`config.mk`:
```
export PLATFORM = sky130hd
export DESIGN_NAME = jtag_handoff_tap
export DESIGN_NICKNAME = d
export VERILOG_FILES = /design/src/rtl/jtag_handoff_pkg.sv /design/src/rtl/jtag_handoff_fsm.sv /design/src/rtl/jtag_handoff_ir.sv /design/src/rtl/jtag_handoff_dr.sv /design/src/rtl/jtag_handoff_tap.sv
export SDC_FILE = /design/constraint.sdc
export NUM_CORES = 1
export LEC_CHECK = 0
export CORE_MARGIN = 10
export CORE_UTILIZATION = 62
export DETAILED_ROUTE_END_ITERATION = 10
export PLACE_DENSITY = 0.87
export SLEW_MARGIN = 20
export SYNTH_ARGS = -nofsm -noshare
export SYNTH_HDL_FRONTEND = slang
export SYNTH_HIERARCHICAL = 1
export SYNTH_SLANG_ARGS = --single-unit
export TNS_END_PERCENT = 20
```
`constraint.sdc`:
```
create_clock -name tck_i -period 3.9 [get_ports tck_i]
set_input_delay 0.78 -clock tck_i [delete_from_list [all_inputs] [get_ports tck_i]]
set_output_delay 0.78 -clock tck_i [all_outputs]
set_load 0.01 [all_outputs]
```
`src/rtl/jtag_handoff_pkg.sv`:
```
package jtag_handoff_pkg;
  localparam int unsigned IR_W = 4;

  typedef enum logic [3:0] {
    ST_TLR, ST_RTI, ST_SEL_DR, ST_CAP_DR, ST_SH_DR, ST_EX1_DR, ST_PAU_DR, ST_EX2_DR,
    ST_UPD_DR, ST_SEL_IR, ST_CAP_IR, ST_SH_IR, ST_EX1_IR, ST_PAU_IR, ST_EX2_IR, ST_UPD_IR
  } tap_state_e;

  localparam logic [IR_W-1:0] IR_EXTEST  = 4'h0;
  localparam logic [IR_W-1:0] IR_IDCODE  = 4'h1;
  localparam logic [IR_W-1:0] IR_SAMPLE  = 4'h2;
  localparam logic [IR_W-1:0] IR_HANDOFF = 4'h3;
  localparam logic [IR_W-1:0] IR_CLAMP   = 4'h8;
  localparam logic [IR_W-1:0] IR_CAPTURE = 4'b0001;

  function automatic tap_state_e tap_next(input tap_state_e s, input logic tms);
    unique case (s)
      ST_TLR:    return tms ? ST_TLR    : ST_RTI;
      ST_RTI:    return tms ? ST_SEL_DR : ST_RTI;
      ST_SEL_DR: return tms ? ST_SEL_IR : ST_CAP_DR;
      ST_CAP_DR: return tms ? ST_EX1_DR : ST_SH_DR;
      ST_SH_DR:  return tms ? ST_EX1_DR : ST_SH_DR;
      ST_EX1_DR: return tms ? ST_UPD_DR : ST_PAU_DR;
      ST_PAU_DR: return tms ? ST_EX2_DR : ST_PAU_DR;
      ST_EX2_DR: return tms ? ST_UPD_DR : ST_SH_DR;
      ST_UPD_DR: return tms ? ST_SEL_DR : ST_RTI;
      ST_SEL_IR: return tms ? ST_TLR    : ST_CAP_IR;
      ST_CAP_IR: return tms ? ST_EX1_IR : ST_SH_IR;
      ST_SH_IR:  return tms ? ST_EX1_IR : ST_SH_IR;
      ST_EX1_IR: return tms ? ST_UPD_IR : ST_PAU_IR;
      ST_PAU_IR: return tms ? ST_EX2_IR : ST_PAU_IR;
      ST_EX2_IR: return tms ? ST_UPD_IR : ST_SH_IR;
      ST_UPD_IR: return tms ? ST_SEL_DR : ST_RTI;
      default:   return ST_TLR;
    endcase
  endfunction
endpackage

```
`src/rtl/jtag_handoff_fsm.sv`:
```
module jtag_handoff_fsm
  import jtag_handoff_pkg::*;
(
  input  logic       tck_i,
  input  logic       rst_ni,
  input  logic       tms_i,
  input  logic       park_i,
  output tap_state_e state_o
);
  tap_state_e state_q;

  always_ff @(posedge tck_i or negedge rst_ni) begin
    if (!rst_ni)     state_q <= ST_TLR;
    else if (park_i) state_q <= ST_RTI;  // frozen while handed off
    else             state_q <= tap_next(state_q, tms_i);
  end

  assign state_o = state_q;
endmodule

```
`src/rtl/jtag_handoff_ir.sv`:
```
module jtag_handoff_ir
  import jtag_handoff_pkg::*;
#(
  parameter int unsigned     W          = IR_W,
  parameter logic [W-1:0]    CAP_VAL    = W'(1),
  parameter logic [W-1:0]    RESET_CODE = W'(1)
) (
  input  logic         tck_i,
  input  logic         rst_ni,
  input  tap_state_e   state_i,
  input  logic         tdi_i,
  output logic [W-1:0] ir_o,
  output logic         so_o
);
  logic [W-1:0] sr_q, ir_q;

  always_ff @(posedge tck_i or negedge rst_ni) begin
    if (!rst_ni)                   sr_q <= CAP_VAL;
    else if (state_i == ST_CAP_IR) sr_q <= CAP_VAL;
    else if (state_i == ST_SH_IR)  sr_q <= {tdi_i, sr_q[W-1:1]};
  end

  always_ff @(negedge tck_i or negedge rst_ni) begin
    if (!rst_ni)                   ir_q <= RESET_CODE;
    else if (state_i == ST_TLR)    ir_q <= RESET_CODE;
    else if (state_i == ST_UPD_IR) ir_q <= sr_q;
  end

  assign ir_o = ir_q;
  assign so_o = sr_q[0];
endmodule

```
`src/rtl/jtag_handoff_dr.sv`:
```
module jtag_handoff_dr
  import jtag_handoff_pkg::*;
#(
  parameter int unsigned      ID_W   = 32,
  parameter logic [ID_W-1:0]  ID_VAL = 32'h0B5E_A01D
) (
  input  logic       tck_i,
  input  logic       rst_ni,
  input  tap_state_e state_i,
  input  logic       tdi_i,
  input  logic       sel_id_i,
  input  logic       sel_bsr_i,
  input  logic       bsr_so_i,
  output logic       so_o
);
  localparam logic [ID_W-1:0] ID_CAP = ID_VAL | ID_W'(1);

  logic [ID_W-1:0] id_q;
  logic            byp_q;

  always_ff @(posedge tck_i or negedge rst_ni) begin
    if (!rst_ni) begin
      id_q  <= ID_CAP;
      byp_q <= 1'b0;
    end else begin
      if (sel_id_i && state_i == ST_CAP_DR)     id_q <= ID_CAP;
      else if (sel_id_i && state_i == ST_SH_DR) id_q <= {tdi_i, id_q[ID_W-1:1]};
      if (state_i == ST_CAP_DR)                 byp_q <= 1'b0;
      else if (state_i == ST_SH_DR)             byp_q <= tdi_i;
    end
  end

  always_comb begin
    if (sel_bsr_i)     so_o = bsr_so_i;
    else if (sel_id_i) so_o = id_q[0];
    else               so_o = byp_q;
  end
endmodule

```
`src/rtl/jtag_handoff_tap.sv`:
```
module jtag_handoff_tap
  import jtag_handoff_pkg::*;
#(
  parameter int unsigned     ID_W   = 32,
  parameter logic [ID_W-1:0] ID_VAL = 32'h0B5E_A01D
) (
  input  logic tck_i,
  input  logic rst_ni,
  input  logic tms_i,
  input  logic tdi_i,
  output logic tdo_o,
  output logic tdo_oe_o,
  output logic bsr_capture_o,
  output logic bsr_shift_o,
  output logic bsr_update_o,
  output logic bsr_drive_o,
  output logic bsr_si_o,
  input  logic bsr_so_i,
  output logic sec_sel_o,
  input  logic sec_tdo_i
);
  tap_state_e      state_q;
  logic [IR_W-1:0] ir_q;
  logic            ir_so, dr_so;
  logic            sel_bsr, sel_id, sec_sel;
  logic            tdo_q, oe_q, upd_q;

  assign sec_sel = (ir_q == IR_HANDOFF);
  assign sel_bsr = (ir_q == IR_EXTEST) || (ir_q == IR_SAMPLE);
  assign sel_id  = (ir_q == IR_IDCODE);

  jtag_handoff_fsm u_fsm (
    .tck_i  (tck_i),
    .rst_ni (rst_ni),
    .tms_i  (tms_i),
    .park_i (sec_sel),
    .state_o(state_q)
  );

  jtag_handoff_ir #(.W(IR_W), .CAP_VAL(IR_CAPTURE), .RESET_CODE(IR_IDCODE)) u_ir (
    .tck_i  (tck_i),
    .rst_ni (rst_ni),
    .state_i(state_q),
    .tdi_i  (tdi_i),
    .ir_o   (ir_q),
    .so_o   (ir_so)
  );

  jtag_handoff_dr #(.ID_W(ID_W), .ID_VAL(ID_VAL)) u_dr (
    .tck_i    (tck_i),
    .rst_ni   (rst_ni),
    .state_i  (state_q),
    .tdi_i    (tdi_i),
    .sel_id_i (sel_id),
    .sel_bsr_i(sel_bsr),
    .bsr_so_i (bsr_so_i),
    .so_o     (dr_so)
  );

  // falling-edge output stage
  always_ff @(negedge tck_i or negedge rst_ni) begin
    if (!rst_ni) begin
      tdo_q <= 1'b0;
      oe_q  <= 1'b0;
      upd_q <= 1'b0;
    end else begin
      tdo_q <= (state_q == ST_SH_IR) ? ir_so : dr_so;
      oe_q  <= (state_q == ST_SH_IR) || (state_q == ST_SH_DR);
      upd_q <= sel_bsr && (state_q == ST_UPD_DR);
    end
  end

  assign tdo_o         = sec_sel ? sec_tdo_i : tdo_q;
  assign tdo_oe_o      = sec_sel | oe_q;
  assign bsr_capture_o = sel_bsr && (state_q == ST_CAP_DR);
  assign bsr_shift_o   = sel_bsr && (state_q == ST_SH_DR);
  assign bsr_update_o  = upd_q;
  assign bsr_drive_o   = (ir_q == IR_EXTEST) || (ir_q == IR_CLAMP);
  assign bsr_si_o      = tdi_i;
  assign sec_sel_o     = sec_sel;
endmodule

```
# Word-level counts from Yosys, hierarchy flattened
# Index checks and enable logic that the tools add are counted.
# op_classes
n_eq_ne	19
muxes	26
n_bitwise	1
n_reduce_logical	17
# op_table
cell	count
2-to-1 mux 32 bit	2
case mux 4 bit (12 select lines)	1
equality test 4 bit (second input constant)	9
2-to-1 mux 4 bit	9
equality test 4 x 2 -> 1 bit (second input constant)	4
equality test 4 x 3 -> 1 bit (second input constant)	4
2-to-1 mux 1 bit	9
equality test 4 x 1 -> 1 bit (second input constant)	2
logical NOT 4 bit	2
nonzero test 2 bit	4
2-to-1 mux 2 bit	3
2-to-1 mux 3 bit	2
logical AND 1 bit	5
OR reduction 2 bit	2
logical OR 1 bit	3
OR reduction 3 bit	1
bitwise OR 1 bit	1
# totals
ff_bits	48
inputBits	6
output_inout_bits	8
wordCells	71

# Longest topological paths before layout
# Gate-level depths: netlist of the first run.
# depth
ltp_word	4
ltp_mapped	5
depth_no_buf	5

# Hierarchy
# Netlist of the first run, hierarchy kept.
# modules_own_cells
module	n_inst	cells_per_inst	area_each_um2	seq_area_each_um2
jtag_handoff_dr	1	87	1323.8	843.3
jtag_handoff_ir	1	39	362.8	202.7
jtag_handoff_fsm	1	39	336.6	100.1
jtag_handoff_tap	1	20	196.4	75.1

==> metrics.cfg, run 1 <==
[timing]
finalHoldViolCount = 0
timing.setup.tns_ps = -1930
finalClockSkew_ps = 67.3
post-route-worst-setup-slack_ps = -430
worstMarginPinSlew_ps = 817
timing.final.setup_violations = 6
pins_over_their_slew_limit = 0
max_slew_margin = 0.454
rsz0062_at_grt = yes

[logic_synthesis]
mappedNetlistNets = 191
syn-cell-area_sq_um = 2220
synth_enable_flop_cells = 0
yosysWarningCount = 6
synth_async_sr_flop_share = 1.00
synth_cells = 185
synth_cell_types = 52
postSynthAreaPerCell_sq_um = 12.0
synthesized_flop_and_latch_total = 48
ys.flop_type = sky130_fd_sc_hd__dfrtp_1
synth_seq_area_share = 0.550

[placement]
finalWeightedCongestion = 0.837
port_buffers = 13
detailed_place.area_sq_um = 2450
detailedPlacementHpwl_um = 3110

[setup_path]
timing.critical_path.slowest_cell_delay_ps = 530
timing.reg2reg.setup_slack_ps = 90
slowest_stage = sky130_fd_sc_hd__dfstp_2
critPathLaunch = u_ir/ir_o[0]$_DFFE_NN1P_
crit_path_end = tdo_o
worst_reg2reg_path_length_in_cells = 6
regToRegEndpoint = u_dr/id_q[5]$_DFFE_PN0P_
required_ps = 3120
worstReg2RegStart = u_ir/ir_o[0]$_DFFE_NN1P_
worst-setup-path-type = register to output port
endpoint_kind = output port
cells_along_the_critical_path = and4bb_4 > mux2_4 > buf_6
start_kind = register
cp_data_arrival_time_ps = 3550
path_max_fanout = 3

[finish]
final_layout_size_suffix_gt1_frac = 0.360
fin_nets = 216
commonest_cells_after_routing_fill_and_taps_aside = 26 x sky130_fd_sc_hd__dfrtp_1, 18 x sky130_fd_sc_hd__a22o_2, 16 x sky130_fd_sc_hd__dfstp_2, 14 x sky130_fd_sc_hd__o22a_1, 13 x sky130_fd_sc_hd__buf_4
layout.cells.most_common = sky130_fd_sc_hd__dfrtp_1
area_overhead_vs_synth_pct = 17.4
final_design_area_no_fill_sq_um = 2610
num_antenna_cells = 0

[outcome]
failed_checks = negative setup slack
run_status = finished, violations left

[floorplan]
io_pins = 14
area_inside_the_core_boundary_sq_um = 3390
floorplan.rows = 21
dieHeight_um = 79.8
floorplan.initialDensity = 0.655
die_span_x_um = 79.8
floorplan.die_area_sq_um = 6370

[routing]
drc_errors = 0
firstDrtPassIters = 5
routed_wire_length_per_instance_um = 20.1
vias_per_cell = 6.48
wirelength_um = 5170
vias = 1666
first_iter_violations = 200
antenna_violating_nets_post_route = 0

[clocking]
cts.sinks = 48
max-clock-path-buffers = 2
postCtsHoldBufs = 0
clk_pin_slew_worst_paths_ps = 130
root_buffer = sky130_fd_sc_hd__clkbuf_4
tritoncts_clock_tree = built
clock_latency_at_the_later_pin_of_the_worst_skew_pair_ps = 400
cts_inserted_buffers = 5
htree_num_levels = 2

[pwr]
power.ir.vdd_worst_uv = 601
p_per_area_nw_per_um2 = 949
leakage_component_of_the_power_uw = 0.00115

[global_routing]
grt-ovfl-total = 0
gr_util_all_layers = 0.153
grt_pass1_wl_um = 7800
grt_max_degree = 42
number_of_global_route_vias_before_repair = 1606
number_of_antenna_violations_at_the_first_check_in_global_routing = 0

[worst_hold_path]
worst_hold_path_type = register to register

[run]
max_cap_violations = 0

[where the power goes]
group	total, uW	switching, uW	leakage [uW]	internal [uW]
clock	357	156	0.0000578	201
combinational	1180	583	0.000501	598
sequential	935	183	0.000591	753
total	2470	922	0.00115	1550
[worst min path at each step]
stage                                   start  depth (start not counted)                         to
floorplan            u_ir/sr_q[0]$_DFFE_PN1P_                          2   u_ir/sr_q[0]$_DFFE_PN1P_
global placement    u_dr/id_q[10]$_DFFE_PN0P_                          1  u_dr/id_q[10]$_DFFE_PN0P_
detailed placement  u_dr/id_q[16]$_DFFE_PN0P_                          1  u_dr/id_q[16]$_DFFE_PN0P_
CTS                 u_dr/id_q[30]$_DFFE_PN0P_                          1  u_dr/id_q[30]$_DFFE_PN0P_
global route         u_dr/id_q[6]$_DFFE_PN0P_                          1   u_dr/id_q[6]$_DFFE_PN0P_
finish              u_dr/id_q[30]$_DFFE_PN0P_                          1  u_dr/id_q[30]$_DFFE_PN0P_
[layout make-up]
cell class,instances,area (sq um)
sequential,48,1220
timing repair buffer,28,256
clock buffer,6,41.3
multi-input combinational,120,943
inverter,6,22.5
fill,183,783
clock inverter,3,63.8
tap,46,57.6
[cells in the mapped netlist, types with 2 or more instances]
cell type | number | area (sq um)
sky130_fd_sc_hd__dfrtp_1 | 26 | 651
sky130_fd_sc_hd__a22o_2 | 18 | 180
sky130_fd_sc_hd__dfstp_2 | 16 | 420
sky130_fd_sc_hd__o22a_1 | 14 | 123
sky130_fd_sc_hd__nand2_1 | 10 | 37.5
sky130_fd_sc_hd__a21oi_1 | 9 | 45.0
sky130_fd_sc_hd__inv_1 | 7 | 26.3
sky130_fd_sc_hd__dfrtn_1 | 6 | 150
sky130_fd_sc_hd__nor2_1 | 6 | 22.5
sky130_fd_sc_hd__o21ai_0 | 6 | 30.0
sky130_fd_sc_hd__buf_2 | 5 | 25.0
sky130_fd_sc_hd__nand2b_1 | 4 | 25.0
sky130_fd_sc_hd__o22ai_1 | 4 | 25.0
sky130_fd_sc_hd__buf_6 | 3 | 33.8
sky130_fd_sc_hd__nand3b_1 | 3 | 22.5
sky130_fd_sc_hd__nor2b_1 | 3 | 18.8
sky130_fd_sc_hd__nor3b_1 | 3 | 22.5
sky130_fd_sc_hd__nor4_1 | 3 | 18.8
sky130_fd_sc_hd__and3_1 | 2 | 12.5
sky130_fd_sc_hd__buf_4 | 2 | 15.0
sky130_fd_sc_hd__mux2_2 | 2 | 22.5
sky130_fd_sc_hd__nand3_1 | 2 | 10.0
sky130_fd_sc_hd__nor3_1 | 2 | 10.0
[critical path: cells and delay by family, from the launching register on]
kind                   cells  cell delay, ps
DFF                        1             530
muxes                      1             300
and+or+nand+nor            1             240
buffers and inverters      1             120
[kinds of logic after synthesis]
logic type | count (synthesis) | synth area share
AO/OA/AOI/OAI | 62 | 0.225
buffers and inverters | 18 | 0.0519
flip-flops | 48 | 0.550
AND/OR/NAND/NOR | 53 | 0.154
multiplexers | 3 | 0.0147
XOR/XNOR | 1 | 0.00395
[per-stage QoR]
| step | hold WS (ps) | std cells | util | power [uW] | setup slack [ps] |
|---|---|---|---|---|---|
| 5_1_grt | 536 | 257 | 0.769 | 2610 | -471 |
| 6_report | 525 | 257 | 0.769 | 2470 | -430 |
| 4_1_cts | 526 | 256 | 0.756 | 2350 | -435 |
| 2_1_floorplan | 461 | 185 | - | 1620 | 20.7 |
| 3_5_place_dp | 485 | 247 | 0.723 | 1970 | -384 |
| 3_3_place_gp | 484 | 247 | 0.723 | 1900 | -365 |
[sequential cells by signal, indices dropped and copies added (netlist names)]
signal and count:
u_dr/byp_q 1, u_dr/id_q 32, u_fsm/state_o 4, u_ir/ir_o 4, bsr_update_o 1, u_ir/sr_q 4, oe_q 1, tdo_q 1
[per-layer routing]
metal	vias to the layer above	routed length [um]	GRT usage
met2	70	2550	0.242
li1	751	-	-
met1	837	2260	0.193
met3	8	315	0.0473
met5	-	0	0
met4	0	46	0.0528
[repair_timing]
| item | in CTS | in global routing |
|---|---|---|
| pin swaps | 1 | 0 |
| gates cloned | 0 | 1 |
| resized for setup | 28 | 8 |
| setup buffers | 1 | 0 |
| endpoints found under the setup margin | 25 | 38 |
(Power assumes the default switching activity.)
==> run 2: changes to the inputs <==
--- a/config.mk
+++ b/config.mk
@@ -9,6 +9,7 @@
 export CORE_UTILIZATION = 62
 export DETAILED_ROUTE_END_ITERATION = 10
 export PLACE_DENSITY = 0.87
+export SETUP_SLACK_MARGIN = 0.3
 export SLEW_MARGIN = 20
 export SYNTH_ARGS = -nofsm -noshare
 export SYNTH_HDL_FRONTEND = slang
==> metrics.cfg, run 2 (synthesis results as in run 1) <==
[pwr]
p_sw_uw = 993  ; +7.8%
cell_internal_pwr_uw = 1530  ; -1.2%
p_per_area_nw_per_um2 = 950  ; about the same
power.ir.vdd_worst_uv = 634  ; +5.4%
switching_share = 0.393  ; +0.0204
clockPowerShare = 0.122  ; -0.023
power_frac_comb = 0.503  ; +0.026
leakage_component_of_the_power_uw = 0.00117  ; +2.0%
seqPwrFrac = 0.375  ; -0.003

[worst_hold_path]
worst_hold_path_type = input port to asynchronous set/reset pin

[setup_path]
critPathLaunch = u_ir/ir_o[0]$_DFFE_NN1P_
required_ps = 3120  ; about the same
cp_data_arrival_time_ps = 3620  ; +70 ps
timing.reg2reg.setup_slack_ps = -120  ; -210 ps
worst-setup-path-type = register to output port
endpoint_kind = output port
worst_reg2reg_path_length_in_cells = 9  ; +3
start_kind = register
regToRegEndpoint = u_dr/id_q[18]$_DFFE_PN1P_
worstReg2RegStart = u_ir/ir_o[0]$_DFFE_NN1P_
path_max_fanout = 3  ; unchanged

[timing]
finalClockSkew_ps = 70.7  ; +3.39 ps
pins_over_their_slew_limit = 0  ; unchanged
rsz0062_at_grt = yes
timing.setup.tns_ps = -5500  ; -3570 ps
post-route-worst-setup-slack_ps = -498  ; -67.8 ps
finalHoldViolCount = 0  ; unchanged
worstMarginPinSlew_ps = 838  ; +20.9 ps
max_slew_margin = 0.440  ; -0.0140
timing.final.setup_violations = 38  ; +32

[routing]
routed_wire_length_per_instance_um = 21.6  ; +7.5%
vias_per_cell = 6.63  ; +2.2%
drc_errors = 0  ; unchanged
antenna_violating_nets_post_route = 0  ; unchanged
m1_wire_length_um = 2170  ; -3.7%
top_layer_used = met4
first_iter_violations = 301  ; +51%
firstDrtPassIters = 4  ; -1
met3WireLength_um = 356  ; +13%
wirelength_um = 5680  ; +10%
dr_wl_met2_um = 2950  ; +16%
vias = 1743  ; +4.6%

[clocking]
max-clock-path-buffers = 2  ; unchanged
root_buffer = sky130_fd_sc_hd__clkbuf_4
clk_pin_slew_worst_paths_ps = 140  ; about the same
cts.sinks = 48  ; unchanged
clock_latency_at_the_later_pin_of_the_worst_skew_pair_ps = 410  ; about the same
cts_inserted_buffers = 5  ; unchanged
tritoncts_clock_tree = built
htree_num_levels = 2  ; unchanged

[floorplan]
dieHeight_um = 79.8  ; unchanged
die_span_x_um = 79.8  ; unchanged
area_inside_the_core_boundary_sq_um = 3390  ; unchanged
floorplan.initialDensity = 0.655  ; unchanged
floorplan.die_area_sq_um = 6370  ; unchanged
io_pins = 14  ; unchanged
floorplan.rows = 21  ; unchanged

[finish]
commonest_cells_after_routing_fill_and_taps_aside = 26 x sky130_fd_sc_hd__dfrtp_1, 18 x sky130_fd_sc_hd__a22o_2, 16 x sky130_fd_sc_hd__dfstp_2, 15 x sky130_fd_sc_hd__buf_4, 14 x sky130_fd_sc_hd__o22a_1
largest_reg_flops = 32  ; unchanged
final_design_area_no_fill_sq_um = 2660  ; +2.1%
regMostFlops = u_dr/id_q
final_instance_count_excl_fillers = 263  ; +2.3%
fin_nets = 222  ; +2.8%
num_antenna_cells = 0  ; unchanged
layout.cells.most_common = sky130_fd_sc_hd__dfrtp_1
area_overhead_vs_synth_pct = 19.8
final_layout_size_suffix_gt1_frac = 0.406  ; +0.0453

[placement]
finalWeightedCongestion = 0.806  ; -3.8%
port_buffers = 13  ; unchanged
pre_cts_slack_ps = -381  ; +3.33 ps
detailed_place.area_sq_um = 2450  ; +0.15%
detailedPlacementHpwl_um = 3330  ; +7.1%
number_of_placed_cells_counting_well_taps = 248  ; +0.40%

[global_routing]
grt_pass1_wl_um = 8800  ; +13%
grt-ovfl-total = 0  ; unchanged
grt_max_degree = 41  ; -2.4%
number_of_global_route_vias_before_repair = 1739  ; +8.3%
number_of_antenna_violations_at_the_first_check_in_global_routing = 0  ; unchanged
gr_util_all_layers = 0.174  ; +0.0213

[run]
max_cap_violations = 0  ; unchanged

[outcome]
failed_checks = negative setup slack
run_status = finished, violations left

[run 2: power groups by stage]
stage               registers, uW  clock network (uW)  logic, uW
floorplan                     912                3.21        724
global placement              920                3.21        975
detailed placement            939                3.21       1040
CTS                           932                 312       1170
global route                  974                 333       1360
finish                        948                 308       1270
[run 2: timing repair]
action / CTS / global route
pin swaps: 16 / 2
endpoints found under the setup margin: 39 / 39
gates resized for setup: 46 / 5
setup buffers: 6 / 0
hold buffers: 0 / 0
cloned: 0 / 1
[run 2: cell type report]
cell class / instances / area [sq um]
multi-input cells: 120 / 976
fillers: 186 / 729
clock buffers: 5 / 37.5
clock inverters: 4 / 50.0
inverters: 6 / 22.5
repair buffers: 34 / 295
well taps: 46 / 57.6
flip-flops and latches: 48 / 1220
[run 2: metrics by stage]
stage	hold WS [ps]	power [uW]	utilization
final	243	2530	0.785
after global routing	227	2660	0.785
after floorplan	461	1640	-
after CTS	237	2420	0.776
after detailed placement	488	1980	0.724
after global placement	486	1900	0.724
[run 2: worst max path at each step]
stage / end / slack [ps] / cells after the start
finish: tdo_o / -500 / 3
global route: tdo_oe_o / -530 / 5
CTS: tdo_o / -460 / 3
detailed placement: tdo_o / -380 / 3
global placement: tdo_o / -380 / 3
floorplan: tdo_o / 20 / 2
[run 2: layer usage]
metal  GRT usage  up-vias
met5           0        -
met4      0.0581        0
met3      0.0495       23
met2       0.305       72
met1       0.199      888
li1            -      760
[run 2: worst max-delay path, cell delays in order (launching register included)]
cell,delay (ps)
sky130_fd_sc_hd__dfstp_2,550
sky130_fd_sc_hd__and4bb_4,270
sky130_fd_sc_hd__mux2_4,310
sky130_fd_sc_hd__buf_6,120
==> run 3: changes to the inputs <==
--- a/config.mk
+++ b/config.mk
@@ -8,6 +8,8 @@
 export CORE_MARGIN = 10
 export CORE_UTILIZATION = 62
 export DETAILED_ROUTE_END_ITERATION = 10
+export GPL_ROUTABILITY_DRIVEN = 0
+export MAX_ROUTING_LAYER = met4
 export PLACE_DENSITY = 0.87
 export SETUP_SLACK_MARGIN = 0.3
 export SLEW_MARGIN = 20
==> metrics.cfg, run 3 (synthesis results as in run 1) <==
[outcome]
run_status = finished, violations left
failed_checks = negative setup slack

[setup_path]
endpoint_kind = output port
start_kind = register
path_max_fanout = 3  ; unchanged
timing.critical_path.slowest_cell_delay_ps = 550  ; about the same
worst-setup-path-type = register to output port
crit_family = flip-flops
cp_data_arrival_time_ps = 3620  ; about the same
timing.critical_path.buf_inv = 1  ; unchanged
slowest_stage = sky130_fd_sc_hd__dfstp_2
cells_along_the_critical_path = and4bb_4 > mux2_4 > buf_6
timing.reg2reg.setup_slack_ps = -120  ; about the same
required_ps = 3120  ; about the same

[floorplan]
die_span_x_um = 79.8  ; unchanged
area_inside_the_core_boundary_sq_um = 3390  ; unchanged
floorplan.die_area_sq_um = 6370  ; unchanged
dieHeight_um = 79.8  ; unchanged
floorplan.rows = 21  ; unchanged
io_pins = 14  ; unchanged
floorplan.initialDensity = 0.655  ; unchanged

[routing]
vias = 1756  ; +0.75%
drc_errors = 0  ; unchanged
first_iter_violations = 293  ; -2.7%
vias_per_cell = 6.68  ; +0.75%
wirelength_um = 5710  ; +0.51%
antenna_violating_nets_post_route = 0  ; unchanged
routed_wire_length_per_instance_um = 21.7  ; +0.51%
firstDrtPassIters = 4  ; unchanged

[pwr]
p_per_area_nw_per_um2 = 951  ; +0.11%
leakage_component_of_the_power_uw = 0.00117  ; unchanged
power.ir.vdd_worst_uv = 637  ; +0.41%

[clocking]
cts.sinks = 48  ; unchanged
clock_latency_at_the_later_pin_of_the_worst_skew_pair_ps = 410  ; about the same
cts_inserted_buffers = 5  ; unchanged
htree_num_levels = 2  ; unchanged
root_buffer = sky130_fd_sc_hd__clkbuf_4
clk_pin_slew_worst_paths_ps = 140  ; about the same
max-clock-path-buffers = 2  ; unchanged
postCtsHoldBufs = 0  ; unchanged
tritoncts_clock_tree = built

[placement]
detailedPlacementHpwl_um = 3330  ; unchanged
port_buffers = 13  ; unchanged

[timing]
pins_over_their_slew_limit = 0  ; unchanged
timing.setup.tns_ps = -5560  ; -60.9 ps
max_slew_margin = 0.436  ; -0.00440
finalHoldViolCount = 0  ; unchanged
rsz0062_at_grt = yes
post-route-worst-setup-slack_ps = -496  ; +1.93 ps
worstMarginPinSlew_ps = 844  ; +6.59 ps
finalClockSkew_ps = 69.9  ; -0.738 ps
timing.final.setup_violations = 38  ; unchanged

[finish]
layout.cells.most_common = sky130_fd_sc_hd__dfrtp_1
num_antenna_cells = 0  ; unchanged
commonest_cells_after_routing_fill_and_taps_aside = 26 x sky130_fd_sc_hd__dfrtp_1, 18 x sky130_fd_sc_hd__a22o_2, 16 x sky130_fd_sc_hd__dfstp_2, 15 x sky130_fd_sc_hd__buf_4, 14 x sky130_fd_sc_hd__o22a_1
fin_nets = 222  ; unchanged
area_overhead_vs_synth_pct = 19.8  ; unchanged
largest_reg_flops = 32  ; unchanged
regMostFlops = u_dr/id_q
fin_util = 0.785  ; unchanged
final_layout_size_suffix_gt1_frac = 0.406  ; unchanged

[run]
max_cap_violations = 0  ; unchanged

[global_routing]
grt-ovfl-total = 0  ; unchanged
grt_pass1_wl_um = 8830  ; +0.24%
number_of_global_route_vias_before_repair = 1731  ; -0.46%
gr_util_all_layers = 0.180  ; +0.00550
number_of_antenna_violations_at_the_first_check_in_global_routing = 0  ; unchanged
grt_max_degree = 41  ; unchanged

[worst_hold_path]
worst_hold_path_type = input port to asynchronous set/reset pin

run 3: cell counts in the layout (fill, tap and decap cells not counted):
Identical to the previous run, type by type.
run 3: worst paths after layout:
path                                                    to  depth (start not counted)                 startpoint
worst max-delay path                                 tdo_o                          3   u_ir/ir_o[0]$_DFFE_NN1P_
worst min-delay path            u_fsm/state_o[3]$_DFF_PN0_                          1                     rst_ni
worst max register to register   u_dr/id_q[18]$_DFFE_PN1P_                          9   u_ir/ir_o[0]$_DFFE_NN1P_
worst min register to register   u_dr/id_q[23]$_DFFE_PN0P_                          1  u_dr/id_q[23]$_DFFE_PN0P_
max in group asynchronous         u_ir/ir_o[0]$_DFFE_NN1P_                          1                     rst_ni
min in group tck_i               u_dr/id_q[23]$_DFFE_PN0P_                          1  u_dr/id_q[23]$_DFFE_PN0P_
run 3: final cells by class:
class | instances | area, sq um
clock buffers | 5 | 37.5
clock inverters | 4 | 50.0
fillers | 186 | 729
inverters | 6 | 22.5
multi-input cells | 120 | 976
flip-flops and latches | 48 | 1220
well taps | 46 | 57.6
repair buffers | 34 | 295
run 3: per-layer routing:
layer / part of all wire / wire length (um) / GRT usage
met5: 0 / 0 / -
met4: 0.034 / 193 / 0.0581
met3: 0.060 / 343 / 0.0439
met2: 0.52 / 2960 / 0.304
met1: 0.39 / 2210 / 0.204
run 3: repair_timing:
action,4_1_cts,5_1_grt
gates cloned,0,1
pin swaps,16,2
gates resized for setup,46,5
endpoints found under the setup margin,39,39
buffers inserted,6,0
run 3: where the power goes:
group	internal, uW	total, uW	switching, uW
Combinational	642	1270	629
Clock	139	308	169
Sequential	753	951	197
run 3: worst reg2reg max path, cell delays in order (launching register included):
cell and delay [ps]:
sky130_fd_sc_hd__dfstp_2 550, sky130_fd_sc_hd__buf_4 110, sky130_fd_sc_hd__buf_6 90, sky130_fd_sc_hd__buf_6 80, sky130_fd_sc_hd__buf_6 110, sky130_fd_sc_hd__nor4b_4 250
sky130_fd_sc_hd__nor2b_4 290, sky130_fd_sc_hd__o21a_1 170, sky130_fd_sc_hd__buf_6 160, sky130_fd_sc_hd__o22a_1 160
run 3: per-stage QoR:
stage	hold slack, ps	total power [uW]	instances	setup WS (ps)	instance area, sq um
2_1_floorplan	461	1640	185	20.9	2250
3_3_place_gp	486	1900	248	-382	2450
3_5_place_dp	488	1980	248	-381	2450
4_1_cts	237	2420	262	-460	2630
5_1_grt	227	2660	263	-534	2660
6_report	244	2530	263	-496	2660
